`src/rtl/ioc_pkg.sv`:
```
package ioc_pkg;
    typedef enum logic {
        ST_ARMED = 1'b0,
        ST_PEND  = 1'b1
    } ioc_state_e;
endpackage

```
`src/rtl/ioc_sync.sv`:
```
module ioc_sync #(
    parameter int W = 16
) (
    input  logic         clk,
    input  logic         rst_n,
    input  logic [W-1:0] d_i,
    output logic [W-1:0] q_o
);
    logic [W-1:0] meta_q;
    logic [W-1:0] sync_q;

    always_ff @(posedge clk or negedge rst_n) begin
        if (!rst_n) begin
            meta_q <= '0;
            sync_q <= '0;
        end else begin
            meta_q <= d_i;
            sync_q <= meta_q;
        end
    end

    assign q_o = sync_q;
endmodule

```
`src/rtl/ioc_port.sv`:
```
module ioc_port
    import ioc_pkg::*;
#(
    parameter int W = 8
) (
    input  logic         clk,
    input  logic         rst_n,
    input  logic [W-1:0] pin_i,
    input  logic [W-1:0] en_i,
    input  logic [W-1:0] dflt_i,
    input  logic [W-1:0] cmpdef_i,
    input  logic         clr_i,
    output logic [W-1:0] flag_o,
    output logic [W-1:0] cap_o,
    output logic         pend_o
);
    ioc_state_e   state_q, state_d;
    logic [W-1:0] prev_q;
    logic [W-1:0] flag_q;
    logic [W-1:0] cap_q;
    logic [W-1:0] hit;

    // per-pin mismatch against the selected reference
    assign hit = en_i & ((cmpdef_i & (pin_i ^ dflt_i)) |
                         (~cmpdef_i & (pin_i ^ prev_q)));

    always_comb begin
        state_d = state_q;
        unique case (state_q)
            ST_ARMED: if (|hit) state_d = ST_PEND;
            ST_PEND:  if (clr_i) state_d = ST_ARMED;
            default:  state_d = ST_ARMED;
        endcase
    end

    always_ff @(posedge clk or negedge rst_n) begin
        if (!rst_n) state_q <= ST_ARMED;
        else        state_q <= state_d;
    end

    always_ff @(posedge clk or negedge rst_n) begin
        if (!rst_n) begin
            prev_q <= '0;
            flag_q <= '0;
            cap_q  <= '0;
        end else begin
            unique case (state_q)
                ST_ARMED: begin
                    prev_q <= pin_i;
                    if (|hit) begin
                        flag_q <= hit;
                        cap_q  <= pin_i;
                    end
                end
                ST_PEND: begin
                    if (clr_i) flag_q <= '0;
                end
                default: flag_q <= '0;
            endcase
        end
    end

    assign flag_o = flag_q;
    assign cap_o  = cap_q;
    assign pend_o = (state_q == ST_PEND);

    p_flag_needs_en_r1: assert property (@(posedge clk) disable iff (!rst_n)
        $rose(pend_o) |-> ((flag_q & ~$past(en_i)) == '0));
    p_flag_nonzero_r4: assert property (@(posedge clk) disable iff (!rst_n)
        pend_o |-> (flag_q != '0));
    p_hold_r5: assert property (@(posedge clk) disable iff (!rst_n)
        (pend_o && !clr_i) |=> (pend_o && $stable(flag_q) && $stable(cap_q)));
    p_clear_r6: assert property (@(posedge clk) disable iff (!rst_n)
        (pend_o && clr_i) |=> (!pend_o && flag_q == '0 && $stable(cap_q)));
endmodule

```
`src/rtl/ioc_irq_drive.sv`:
```
module ioc_irq_drive (
    input  logic clk,
    input  logic rst_n,
    input  logic pend_a_i,
    input  logic pend_b_i,
    input  logic mirror_i,
    input  logic intpol_i,
    input  logic odr_i,
    output logic int_a_o,
    output logic int_b_o
);
    logic req_a, req_b, act_high;

    assign req_a    = pend_a_i | (mirror_i & pend_b_i);
    assign req_b    = pend_b_i | (mirror_i & pend_a_i);
    assign act_high = intpol_i & ~odr_i;
    assign int_a_o  = act_high ? req_a : ~req_a;
    assign int_b_o  = act_high ? req_b : ~req_b;

    p_mirror_same_r7: assert property (@(posedge clk) disable iff (!rst_n)
        mirror_i |-> (int_a_o == int_b_o));
endmodule

```
`src/rtl/ioc_ctrl.sv`:
```
module ioc_ctrl #(
    parameter int PORT_W = 8,
    localparam int PIN_W = 2 * PORT_W
) (
    input  logic             clk,
    input  logic             rst_n,
    input  logic [PIN_W-1:0] pin_i,
    input  logic [PIN_W-1:0] en_i,
    input  logic [PIN_W-1:0] dflt_i,
    input  logic [PIN_W-1:0] cmpdef_i,
    input  logic [1:0]       cap_rd_i,
    input  logic [1:0]       port_rd_i,
    input  logic             mirror_i,
    input  logic             intpol_i,
    input  logic             odr_i,
    output logic [PIN_W-1:0] flag_o,
    output logic [PIN_W-1:0] cap_o,
    output logic             int_a_o,
    output logic             int_b_o
);
    logic [PIN_W-1:0] pin_s;
    logic [1:0]       pend;

    ioc_sync #(.W(PIN_W)) u_sync (
        .clk(clk), .rst_n(rst_n), .d_i(pin_i), .q_o(pin_s)
    );

    for (genvar gp = 0; gp < 2; gp++) begin : g_half
        ioc_port #(.W(PORT_W)) u_port (
            .clk      (clk),
            .rst_n    (rst_n),
            .pin_i    (pin_s[gp*PORT_W +: PORT_W]),
            .en_i     (en_i[gp*PORT_W +: PORT_W]),
            .dflt_i   (dflt_i[gp*PORT_W +: PORT_W]),
            .cmpdef_i (cmpdef_i[gp*PORT_W +: PORT_W]),
            .clr_i    (cap_rd_i[gp] | port_rd_i[gp]),
            .flag_o   (flag_o[gp*PORT_W +: PORT_W]),
            .cap_o    (cap_o[gp*PORT_W +: PORT_W]),
            .pend_o   (pend[gp])
        );
    end

    ioc_irq_drive u_irq (
        .clk(clk), .rst_n(rst_n),
        .pend_a_i(pend[0]), .pend_b_i(pend[1]),
        .mirror_i(mirror_i), .intpol_i(intpol_i), .odr_i(odr_i),
        .int_a_o(int_a_o), .int_b_o(int_b_o)
    );
endmodule

```
`config.mk`:
```
export PLATFORM = sky130hd
export DESIGN_NAME = ioc_ctrl
export DESIGN_NICKNAME = d
export VERILOG_FILES = /design/src/rtl/ioc_pkg.sv /design/src/rtl/ioc_sync.sv /design/src/rtl/ioc_port.sv /design/src/rtl/ioc_irq_drive.sv /design/src/rtl/ioc_ctrl.sv
export SDC_FILE = /design/constraint.sdc
export NUM_CORES = 1
export LEC_CHECK = 0
export ABC_AREA = 1
export BUFFER_PORTS_ARGS = -buffer_cell sky130_fd_sc_hd__buf_2
export CAP_MARGIN = 10
export CORE_MARGIN = 4
export CORE_UTILIZATION = 42
export CTS_CLUSTER_SIZE = 8
export DETAILED_ROUTE_END_ITERATION = 10
export GPL_TIMING_DRIVEN = 0
export PLACE_DENSITY = 0.64
export SLEW_MARGIN = 15
export SYNTH_ARGS = -nofsm -noshare
export SYNTH_HDL_FRONTEND = slang
export SYNTH_SLANG_ARGS = --single-unit
```
`constraint.sdc`:
```
create_clock -name clk -period 1.83 [get_ports clk]
set_input_delay 0.2745 -clock clk [delete_from_list [all_inputs] [get_ports clk]]
set_output_delay 0.2745 -clock clk [all_outputs]
set_load 0.01 [all_outputs]
```
==> impl_metrics.csv <==
group,metric,value,unit
power,internal_power,0.00370,W
timing,relSlewSlack,65.7,%
setup_path,start_kind,"flip-flop",
hold_path,hold_start,"pin_i[4]",
grt,grt_first_pass_wirelength,13300,um
clock_network,cts_made_buffers,9,
yosys,synth_cells,364,
setup_path,criticalPathCategory,"reg2out",
clock_network,cts_tree,"yes",
yosys,ys.flop_type,"dfrtp_1",
clock_network,h-tree-depth,3,
clock_network,cts-root-buf,"clkbuf_8",
placed_design,gp_congestion,0.797,
run_status,status,"complete, no violations",
setup_path,cp-end-kind,"primary output",
die,dieArea,0.00959,sq mm
power,clockPowerShare,32.6,%
yosys,synth_top_area_share,60.4,%
yosys,synth-edff-count,0,
grt,grt.total_usage,17.3,%
die,die_w,97.9,um
cells_and_area,drive_gt1_share,30.5,%
grt,grt_max_degree,55,
die,dieHeight,97.9,um
route,firstDrtPassIters,4,
clock_network,clk_pin_slew,0.08,ns
setup_path,crit_arrival,1.38,ns
yosys,ys_seq_area_share,60.4,%
setup_path,cp.required,1.56,ns
grt,overflow,0,
yosys,synth_seq_cells,82,
cells_and_area,syn_to_final_growth,28.2,%
cells_and_area,diodes,0,
route,routed_wl,8020,um
placed_design,numPortBuffers,106,
power,peakVddDrop,0.527,mV
clock_network,worstSkewPairLatency,0.35,ns
power,p_leak,2.38,nW
yosys,synth_most_common_cell,"nand2_1",
yosys,yosys.area_share.adder,0,%
power,power.density,1210,mW/mm^2
timing,fin_tns_setup,0,ns
die,core,0.00781,sq mm
route,drc,0,
route,vias,2854,
cells_and_area,final_util,55.8,%
timing,setup_viol_count_final,0,
timing,min_period_over_period,90.3,%
job,drv_cap,0,
yosys,syn_nets,437,
power,pwr-share-seq,44.6,%
cells_and_area,final_nets,554,
yosys,synth_largest_area_cell,"dfrtp_1",
power,p_switching,0.00157,W
route,drtIter0Drc,110,
yosys,synth_cell_type_count,21,
yosys,synth.top_cells.by_area,"dfrtp_1, nand2_1, nand3_1, inv_1, nand4_1",
placed_design,hpwlAfterDp,5900,um
yosys,synthSimpleGateAreaFrac,26.3,%
grt,antenna_found_initial,0,
timing,fin_worst_skew,0.00733,ns
timing,tightest_slew,0.515,ns
route,wl_per_cell,13.6,um
yosys,synth_compound_area_share,6.41,%
timing,hold_viol_final,0,
placed_design,place_ws,0.277,ns
clock_network,cts.sinks,82,
clock_network,cts.path.max_buffers,2,
hold_path,min_path_type,"in2reg",
die,rows,32,
yosys,muxShareOfSynthArea,0,%
route,viasPerCell,4.85,
yosys,synth_xor_area_share,0.516,%
timing,fin_crit,1.65,ns
yosys,netlist_area,0.00340,sq mm
grt,grt_pass1_vias,2815,
setup_path,r2r-start,"g_half[1].u_port.pend_o",
die,io_pins,107,
die,initial_utilization,43.5,%
timing,layout_setup_ws,0.178,ns
setup_path,startpoint,"g_half[1].u_port.pend_o",
yosys,avgSynthCellArea,9.33,sq um
yosys,async_flop_share,100,%
setup_path,cp_max_fo,12,
power,power.share.switching,29.7,%
timing,max_freq,605,MHz
route,ant_nets,0,
yosys,synthTopCellsByCount,"nand2_1, dfrtp_1, nand3_1",
timing,rsz0062_at_grt,"false",
yosys,synth_top_family_by_area,"simple AND/OR/NAND/NOR gates",
power,power,0.00527,W
yosys,yosys_warnings,0,
power,pwr-share-comb,22.7,%
timing,finalMaxSlewViolations,0,
-- through the flow --
stage / hold slack (ns) / instance area, sq um / cells
2_1_floorplan: -0.0211 / 3400 / 364
3_3_place_gp: 0.332 / 4050 / 572
3_5_place_dp: 0.229 / 4080 / 573
4_1_cts: 0.0136 / 4350 / 588
5_1_grt: 0.00945 / 4350 / 588
6_report: 0.0275 / 4350 / 588
-- worst paths after layout --
check,depth (start not counted),end,slack [ns]
min,1,u_sync.meta_q[4],0.03
min reg2reg,0,u_sync.q_o[0],0.35
min in group asynchronous,2,u_sync.q_o[10],0.40
max in group asynchronous,3,g_half[0].u_port.pend_o,0.80
max reg2reg,5,g_half[1].u_port.cap_o[5],0.18
max,3,int_a_o,0.18
-- logic make-up (layout without fill, tap and decap cells) --
family | Yosys count | in the layout
AND/OR/NAND/NOR | 195 | 195
XOR/XNOR | 2 | 2
AO/OA/AOI/OAI | 38 | 38
flip-flops | 82 | 82
buffers and inverters | 47 | 169
-- area by class of cell --
class,count,area [sq um]
buffer,6,60.1
timing repair buffer,108,571
inverter,39,146
clock buffer,11,141
clock inverter,5,125
fill,696,3450
sequential,82,2050
multi-input combinational,235,1130
tap,102,128
-- power groups by stage --
| stage | clock network, W | registers [W] | logic, W |
|---|---|---|---|
| after global routing | 0.00184 | 0.00240 | 0.00135 |
| after floorplan | 0 | 0.00241 | 0.000640 |
| final | 0.00172 | 0.00235 | 0.00120 |
| after global placement | 0 | 0.00235 | 0.00121 |
| after CTS | 0.00175 | 0.00235 | 0.00123 |
| after detailed placement | 0 | 0.00235 | 0.00126 |
-- critical path, cell delays in order, from the launching register on --
cell     delay (ns)
dfrtp_1        0.53
a21oi_1        0.23
xnor2_1        0.13
buf_2          0.14
-- registers in the layout, summed over array words and instances (netlist names) --
| name | count |
|---|---|
| g_half.u_port.cap_o | 16 |
| g_half.u_port.flag_o | 16 |
| g_half.u_port.pend_o | 2 |
| g_half.u_port.prev_q | 16 |
| u_sync.meta_q | 16 |
| u_sync.q_o | 16 |
-- cells in the final DEF, fill, tap and decap left out --
cell type and instances:
nand2_1 119, buf_2 105, dfrtp_1 81, nand3_1 44, inv_1 36, o21ai_0 18, nand4_1 16, o21ai_1 10
clkbuf_8 10, nand3_2 6, o21ai_2 6, nand2_2 4, bufinv_16 4, clkbuf_1 3, nor2_1 2, nor2_2 2
o21a_1 2, a21oi_1 2, xnor2_1 2, clkinv_1 2, nand2_4 2, buf_8 2, buf_6 2, inv_2 1
clkinv_2 1, dfrtp_2 1, dlygate4sd3_1 1, buf_4 1, buf_16 1
-- what timing repair did --
item	in CTS	in global routing
hold buffers	1	0
endpoints found under the setup margin	2	15
buffers inserted	0	0
pin swaps	0	0
resized for setup	0	1
hold endpoints to repair	28	0
-- metal layers --
metal	track usage (%)	vias up	wire, um
li1	-	1416	-
met5	0	-	0
met1	22.0	1339	3450
met2	28.7	87	3870
met4	6.39	0	123
met3	4.14	12	575
No activity file was read; power rests on OpenSTA's default activity.
